## src/rtl/fpcm_pkg.sv

```systemverilog
package fpcm_pkg;
  localparam int DATA_W    = 64;
  localparam int SP_W      = 32;
  localparam int SP_EXP_W  = 8;
  localparam int SP_FRAC_W = 23;
  localparam int DP_EXP_W  = 11;
  localparam int DP_FRAC_W = 52;
  localparam int MAG_W     = DATA_W - 1;
  localparam int FLAG_LO   = 1;
  localparam int FLAG_HI   = 5;
  localparam int FLG_INV   = 1;
  localparam int PRED_W    = 8;

  typedef enum logic [2:0] {
    OP_EQ  = 3'd0,
    OP_GT  = 3'd1,
    OP_GE  = 3'd2,
    OP_MIN = 3'd3,
    OP_MAX = 3'd4
  } op_e;

  typedef struct packed {
    logic             is_nan;
    logic             is_snan;
    logic             is_zero;
    logic             sign;
    logic [MAG_W-1:0] mag;
  } opnd_info_t;
endpackage

```

## src/rtl/fpcm_classify.sv

```systemverilog
module fpcm_classify
  import fpcm_pkg::*;
(
  input  logic              dbl,
  input  logic [DATA_W-1:0] opnd,
  output opnd_info_t        info
);
  localparam int SP_QBIT = SP_FRAC_W - 1;
  localparam int DP_QBIT = DP_FRAC_W - 1;

  logic exp_ones, frac_nz, qbit;

  always_comb begin
    if (dbl) begin
      exp_ones  = &opnd[DATA_W-2 -: DP_EXP_W];
      frac_nz   = |opnd[DP_FRAC_W-1:0];
      qbit      = opnd[DP_QBIT];
      info.sign = opnd[DATA_W-1];
      info.mag  = opnd[MAG_W-1:0];
    end else begin
      exp_ones  = &opnd[SP_W-2 -: SP_EXP_W];
      frac_nz   = |opnd[SP_FRAC_W-1:0];
      qbit      = opnd[SP_QBIT];
      info.sign = opnd[SP_W-1];
      info.mag  = {{(MAG_W-SP_W+1){1'b0}}, opnd[SP_W-2:0]};
    end
    info.is_nan  = exp_ones && frac_nz;
    info.is_snan = exp_ones && frac_nz && !qbit;
    info.is_zero = (info.mag == '0);
  end
endmodule

```

## src/rtl/fpcm_order.sv

```systemverilog
module fpcm_order
  import fpcm_pkg::*;
(
  input  opnd_info_t a,
  input  opnd_info_t b,
  output logic       a_eq_b,
  output logic       a_gt_b
);
  always_comb begin
    a_eq_b = (a.is_zero && b.is_zero) || (a.sign == b.sign && a.mag == b.mag);
    if (a_eq_b)               a_gt_b = 1'b0;
    else if (a.sign != b.sign) a_gt_b = !a.sign;
    else if (!a.sign)          a_gt_b = (a.mag > b.mag);
    else                       a_gt_b = (a.mag < b.mag);
  end
endmodule

```

## src/rtl/fpcm_flags.sv

```systemverilog
module fpcm_flags
  import fpcm_pkg::*;
(
  input  logic                 clk,
  input  logic                 rst,
  input  logic                 wr,
  input  logic [FLAG_HI:FLAG_LO] wdata,
  input  logic [FLAG_HI:FLAG_LO] set_bits,
  output logic [FLAG_HI:FLAG_LO] flags
);
  always_ff @(posedge clk) begin
    if (rst) flags <= '0;
    else     flags <= (wr ? wdata : flags) | set_bits;
  end
endmodule

```

## src/rtl/fp_cmpmm_unit.sv

```systemverilog
module fp_cmpmm_unit
  import fpcm_pkg::*;
#(
  parameter bit REG_OUT = 1'b1
) (
  input  logic                   clk,
  input  logic                   rst,
  input  logic                   in_valid,
  input  logic                   prec_dbl,
  input  logic [2:0]             op_sel,
  input  logic [DATA_W-1:0]      opnd_a,
  input  logic [DATA_W-1:0]      opnd_b,
  input  logic                   flag_wr,
  input  logic [FLAG_HI:FLAG_LO] flag_wdata,
  output logic                   out_valid,
  output logic [DATA_W-1:0]      result,
  output logic [PRED_W-1:0]      pred,
  output logic [FLAG_HI:FLAG_LO] stat_flags
);
  localparam int NOPND = 2;

  logic [DATA_W-1:0] opnd_v [NOPND];
  opnd_info_t        info_v [NOPND];
  assign opnd_v[0] = opnd_a;
  assign opnd_v[1] = opnd_b;

  for (genvar i = 0; i < NOPND; i++) begin : g_cls
    fpcm_classify u_cls (.dbl(prec_dbl), .opnd(opnd_v[i]), .info(info_v[i]));
  end

  logic a_eq_b, a_gt_b;
  fpcm_order u_ord (.a(info_v[0]), .b(info_v[1]), .a_eq_b(a_eq_b), .a_gt_b(a_gt_b));

  logic [DATA_W-1:0] a_ext, b_ext, all_ones;
  assign a_ext    = prec_dbl ? opnd_a : {{(DATA_W-SP_W){1'b0}}, opnd_a[SP_W-1:0]};
  assign b_ext    = prec_dbl ? opnd_b : {{(DATA_W-SP_W){1'b0}}, opnd_b[SP_W-1:0]};
  assign all_ones = prec_dbl ? '1 : {{(DATA_W-SP_W){1'b0}}, {SP_W{1'b1}}};

  logic                   any_nan, both_nan, cmp_true, is_mm;
  logic [DATA_W-1:0]      res_c;
  logic [PRED_W-1:0]      pred_c;
  logic [FLAG_HI:FLAG_LO] set_c;

  always_comb begin
    any_nan  = info_v[0].is_nan || info_v[1].is_nan;
    both_nan = info_v[0].is_nan && info_v[1].is_nan;
    cmp_true = 1'b0;
    is_mm    = 1'b0;
    res_c    = '0;
    case (op_e'(op_sel))
      OP_EQ:  cmp_true = !any_nan && a_eq_b;
      OP_GT:  cmp_true = !any_nan && a_gt_b;
      OP_GE:  cmp_true = !any_nan && (a_gt_b || a_eq_b);
      OP_MIN: begin
        is_mm = 1'b1;
        if (both_nan)               res_c = all_ones;
        else if (info_v[0].is_nan)  res_c = b_ext;
        else if (info_v[1].is_nan)  res_c = a_ext;
        else                        res_c = a_gt_b ? b_ext : a_ext;
      end
      OP_MAX: begin
        is_mm = 1'b1;
        if (both_nan)               res_c = all_ones;
        else if (info_v[0].is_nan)  res_c = b_ext;
        else if (info_v[1].is_nan)  res_c = a_ext;
        else                        res_c = (a_gt_b || a_eq_b) ? a_ext : b_ext;
      end
      default: ;
    endcase
    pred_c = {PRED_W{cmp_true}};
    set_c  = '0;
    set_c[FLG_INV] = in_valid && is_mm && prec_dbl &&
                     (info_v[0].is_snan || info_v[1].is_snan);
  end

  fpcm_flags u_flg (
    .clk(clk), .rst(rst), .wr(flag_wr), .wdata(flag_wdata),
    .set_bits(set_c), .flags(stat_flags)
  );

  if (REG_OUT) begin : g_reg
    always_ff @(posedge clk) begin
      if (rst) begin
        out_valid <= 1'b0;
        result    <= '0;
        pred      <= '0;
      end else begin
        out_valid <= in_valid;
        if (in_valid) begin
          result <= res_c;
          pred   <= pred_c;
        end
      end
    end
  end else begin : g_comb
    assign out_valid = in_valid;
    assign result    = res_c;
    assign pred      = pred_c;
  end
endmodule

```

## config.mk

```make
export PLATFORM = sky130hd
export DESIGN_NAME = fp_cmpmm_unit
export DESIGN_NICKNAME = d
export VERILOG_FILES = /design/src/rtl/fpcm_pkg.sv /design/src/rtl/fpcm_classify.sv /design/src/rtl/fpcm_order.sv /design/src/rtl/fpcm_flags.sv /design/src/rtl/fp_cmpmm_unit.sv
export SDC_FILE = /design/constraint.sdc
export NUM_CORES = 1
export LEC_CHECK = 0
export BUFFER_PORTS_ARGS = -buffer_cell sky130_fd_sc_hd__buf_2
export CELL_PAD_IN_SITES_DETAIL_PLACEMENT = 1
export CELL_PAD_IN_SITES_GLOBAL_PLACEMENT = 1
export CORE_UTILIZATION = 40
export CTS_CLUSTER_DIAMETER = 50
export DETAILED_ROUTE_END_ITERATION = 10
export GPL_ROUTABILITY_DRIVEN = 0
export GPL_TIMING_DRIVEN = 0
export PLACE_DENSITY = 0.85
export SETUP_SLACK_MARGIN = 0.05
export SKIP_CTS_REPAIR_TIMING = 1
export SYNTH_ARGS = -nofsm -noshare
export SYNTH_HDL_FRONTEND = slang
export SYNTH_SLANG_ARGS = --single-unit
```

## constraint.sdc

```tcl
create_clock -name clk -period 7.7 [get_ports clk]
set_input_delay 1.54 -clock clk [delete_from_list [all_inputs] [get_ports clk]]
set_output_delay 1.54 -clock clk [all_outputs]
set_load 0.005 [all_outputs]
```

==> metrics.yaml <==
synthMuxAreaShare_pct: 1.70
cts-htree-levels: 3
dr.pass1.iters: 5
drive_above_1_share_pct: 22.2
antenna_left: 0
synth_edf_count: 0
die_h_um: 136
syn_inst: 1019
finalMaxSlewViolations: 0
setup_tns_ns: 0
holdPathStages: 1
worstSetupEndpointType: "register"
grt_pass1_wl_mm: 49.5
grt_usage_pct: 34.6
yosys_warnings: 0
synth_top_family_by_area: "compound AO/OA/AOI/OAI gates"
worstReg2RegEnd: "result[63]"
cts.sinks: 71
arrival_ns: 7.33
cts_buffer_depth: 2
timing.rr.start: "result[63]"
critPathMaxFanout: 10
finalWirelength_mm: 31.5
yosys.area_share.xor_xnor_pct: 0.491
drc: 0
ios: 219
ys.flop_type: "dfxtp_1"
synth_nets: 1221
p_leak_uw: 0.00380
async_flop_share_pct: 0
hp-class: "register to register"
num_rows: 48
r2r_cells: 4
post-route-util_pct: 50.8
finalCritPeriodShare_pct: 91.6
min_to: "result[31]"
cp-start-kind: "primary input"
grt_max_degree: 14
drt-initial-drc-count: 636
area_growth_pct: 23.7
io_buffers: 216
setup_violations: 0
core_area_um2: 17400
maxCapViolCount: 0
slew_headroom_pct: 34.7
synthSimpleGateAreaFrac_pct: 25.1
worst_hold_slack_ns: 0.496
synth_area_um2: 7130
reg2reg_slack_ns: 6.70
yosysSeqAreaShare_pct: 19.9
ys_ff_latch: 71
cts_tree: "built"
hpwlAfterDp_mm: 24.6
synth_compound_area_share_pct: 32.6
vias: 9279
overflow: 0
max_freq_mhz: 142
dieArea_um2: 18400
worstMarginPinSlew_ns: 0.979
hold_start: "result[31]"
rsz0062_at_grt: "false"
wl_per_cell_um: 21.3
antenna_found_initial: 2
syn_area_per_cell_um2: 7.00
finalHoldViolCount: 0
cp.required_ns: 7.97
setup.worst_path.start: "prec_dbl"
die_width_um: 136
clk_pin_slew_ns: 0.07
critPathKind: "primary input to register"
fin_skew_ns: 0
clock_latency_ns: 0.36
grt_pass1_vias: 9417
status: "complete, no violations"
cts_buffers: 9
ir_drop_mv: 0.109
synthAdderAreaFrac_pct: 10.7
start_util_pct: 41.1
nNetsFinal: 1448
finalCriticalPeriod_ns: 7.06
root_buffer: "clkbuf_16"
yosysUniqueCellTypes: 58
via_per_inst: 6.28
p_per_area_nw_per_um2: 136
==> state kept, by name (all words and copies together), names as in the netlist <==
register	flops
u_flg.flags	5
result	64
pred	1
out_valid	1
==> cell type report <==
class	count	area (µm²)
fill	2345	8540
buffer	74	339
sequential	71	1420
clock inverter	7	96.3
inverter	88	330
antenna	1	2.50
tap	225	282
clock buffer	9	225
multi-input combinational	786	5040
timing repair buffer	216	1080
==> how the worst max path moves through the flow <==
stage | end | slack (ns) | cells after the start
final | result[16] | 0.64 | 19
after global routing | result[16] | 0.16 | 17
after CTS | result[16] | 0.79 | 17
after detailed placement | result[18] | 0.47 | 19
after global placement | result[16] | 0.64 | 19
after floorplan | result[33] | 1.97 | 20
==> placed cells by master (no fill, tap or decap), types with 5 or more instances in the layout <==
cell and instances:
buf_2 217, nand2_1 128, a21oi_1 110, nor2_1 91, inv_1 87, dfxtp_1 71
ha_1 61, clkbuf_1 57, o21ai_0 47, nand3_1 45, a221oi_1 36, o211ai_1 33
nor4_1 32, and2_1 31, nand4_1 26, o31ai_1 25, a221oi_2 25, mux2i_1 11
nor3_1 11, buf_4 10, clkbuf_16 9, a21o_1 8, a211oi_1 7, nand2b_1 5
==> power breakdown <==
| group | total [µW] | switching, µW | internal, µW |
|---|---|---|---|
| sequential | 386 | 7.21 | 379 |
| clock | 482 | 197 | 285 |
| combinational | 332 | 209 | 122 |
==> critical path, cell delays in order <==
cell,delay [ns]
clkbuf_1,0.33
clkbuf_1,0.43
clkbuf_1,0.41
clkbuf_1,0.44
clkbuf_1,0.45
nand2_1,0.12
ha_1,0.32
nand4_1,0.19
nor4_1,0.52
nand3_1,0.27
a311o_1,0.38
o311a_1,0.16
and2_4,0.18
buf_6,0.13
o22ai_4,0.21
mux2i_1,0.52
clkbuf_1,0.45
nand2_1,0.13
o211ai_1,0.12
==> per-layer routing <==
metal / wire [µm] / track usage, % / up-vias
met5: 10 / 0 / -
met4: 1400 / 17.5 / 2
met3: 2230 / 5.46 / 106
met2: 14700 / 57.4 / 435
met1: 13200 / 43.2 / 4525
li1: - / - / 4211
==> synthesized netlist by cell type (5+ instances only) <==
library cell / n / area share (%)
nand4_1: 26 / 2.3
a221oi_2: 25 / 5.3
a221oi_1: 36 / 4.4
a21o_1: 8 / 0.84
a211oi_1: 7 / 0.74
nor2_1: 91 / 4.8
buf_4: 10 / 1.1
mux2i_1: 11 / 1.5
nor3_1: 11 / 0.77
o21ai_0: 47 / 3.3
a21oi_1: 110 / 7.7
and2_1: 31 / 2.7
nand2_1: 128 / 6.7
clkbuf_1: 57 / 3.0
nand3_1: 45 / 3.2
nand2b_1: 5 / 0.44
ha_1: 61 / 11
o211ai_1: 33 / 3.5
nor4_1: 32 / 2.8
dfxtp_1: 71 / 20
inv_1: 87 / 4.6
o31ai_1: 25 / 2.6
==> logic make-up after synthesis <==
| logic type | Yosys count |
|---|---|
| AND/OR/NAND/NOR | 382 |
| AO/OA/AOI/OAI | 327 |
| buffers and inverters | 162 |
| flip-flops | 71 |
| adder cells (fa/ha/maj) | 61 |
| multiplexers | 12 |
| XOR/XNOR | 4 |
==> through the flow <==
stage | total power [µW] | instances | area [µm²] | setup slack, ns
after CTS | 1200 | 1476 | 8810 | 0.794
final | 1200 | 1477 | 8820 | 0.645
after global placement | 705 | 1460 | 8490 | 0.637
after floorplan | 575 | 1019 | 7130 | 1.97
after global routing | 1250 | 1477 | 8820 | 0.161
after detailed placement | 714 | 1460 | 8490 | 0.468
No activity file was read; power rests on OpenSTA's default activity.
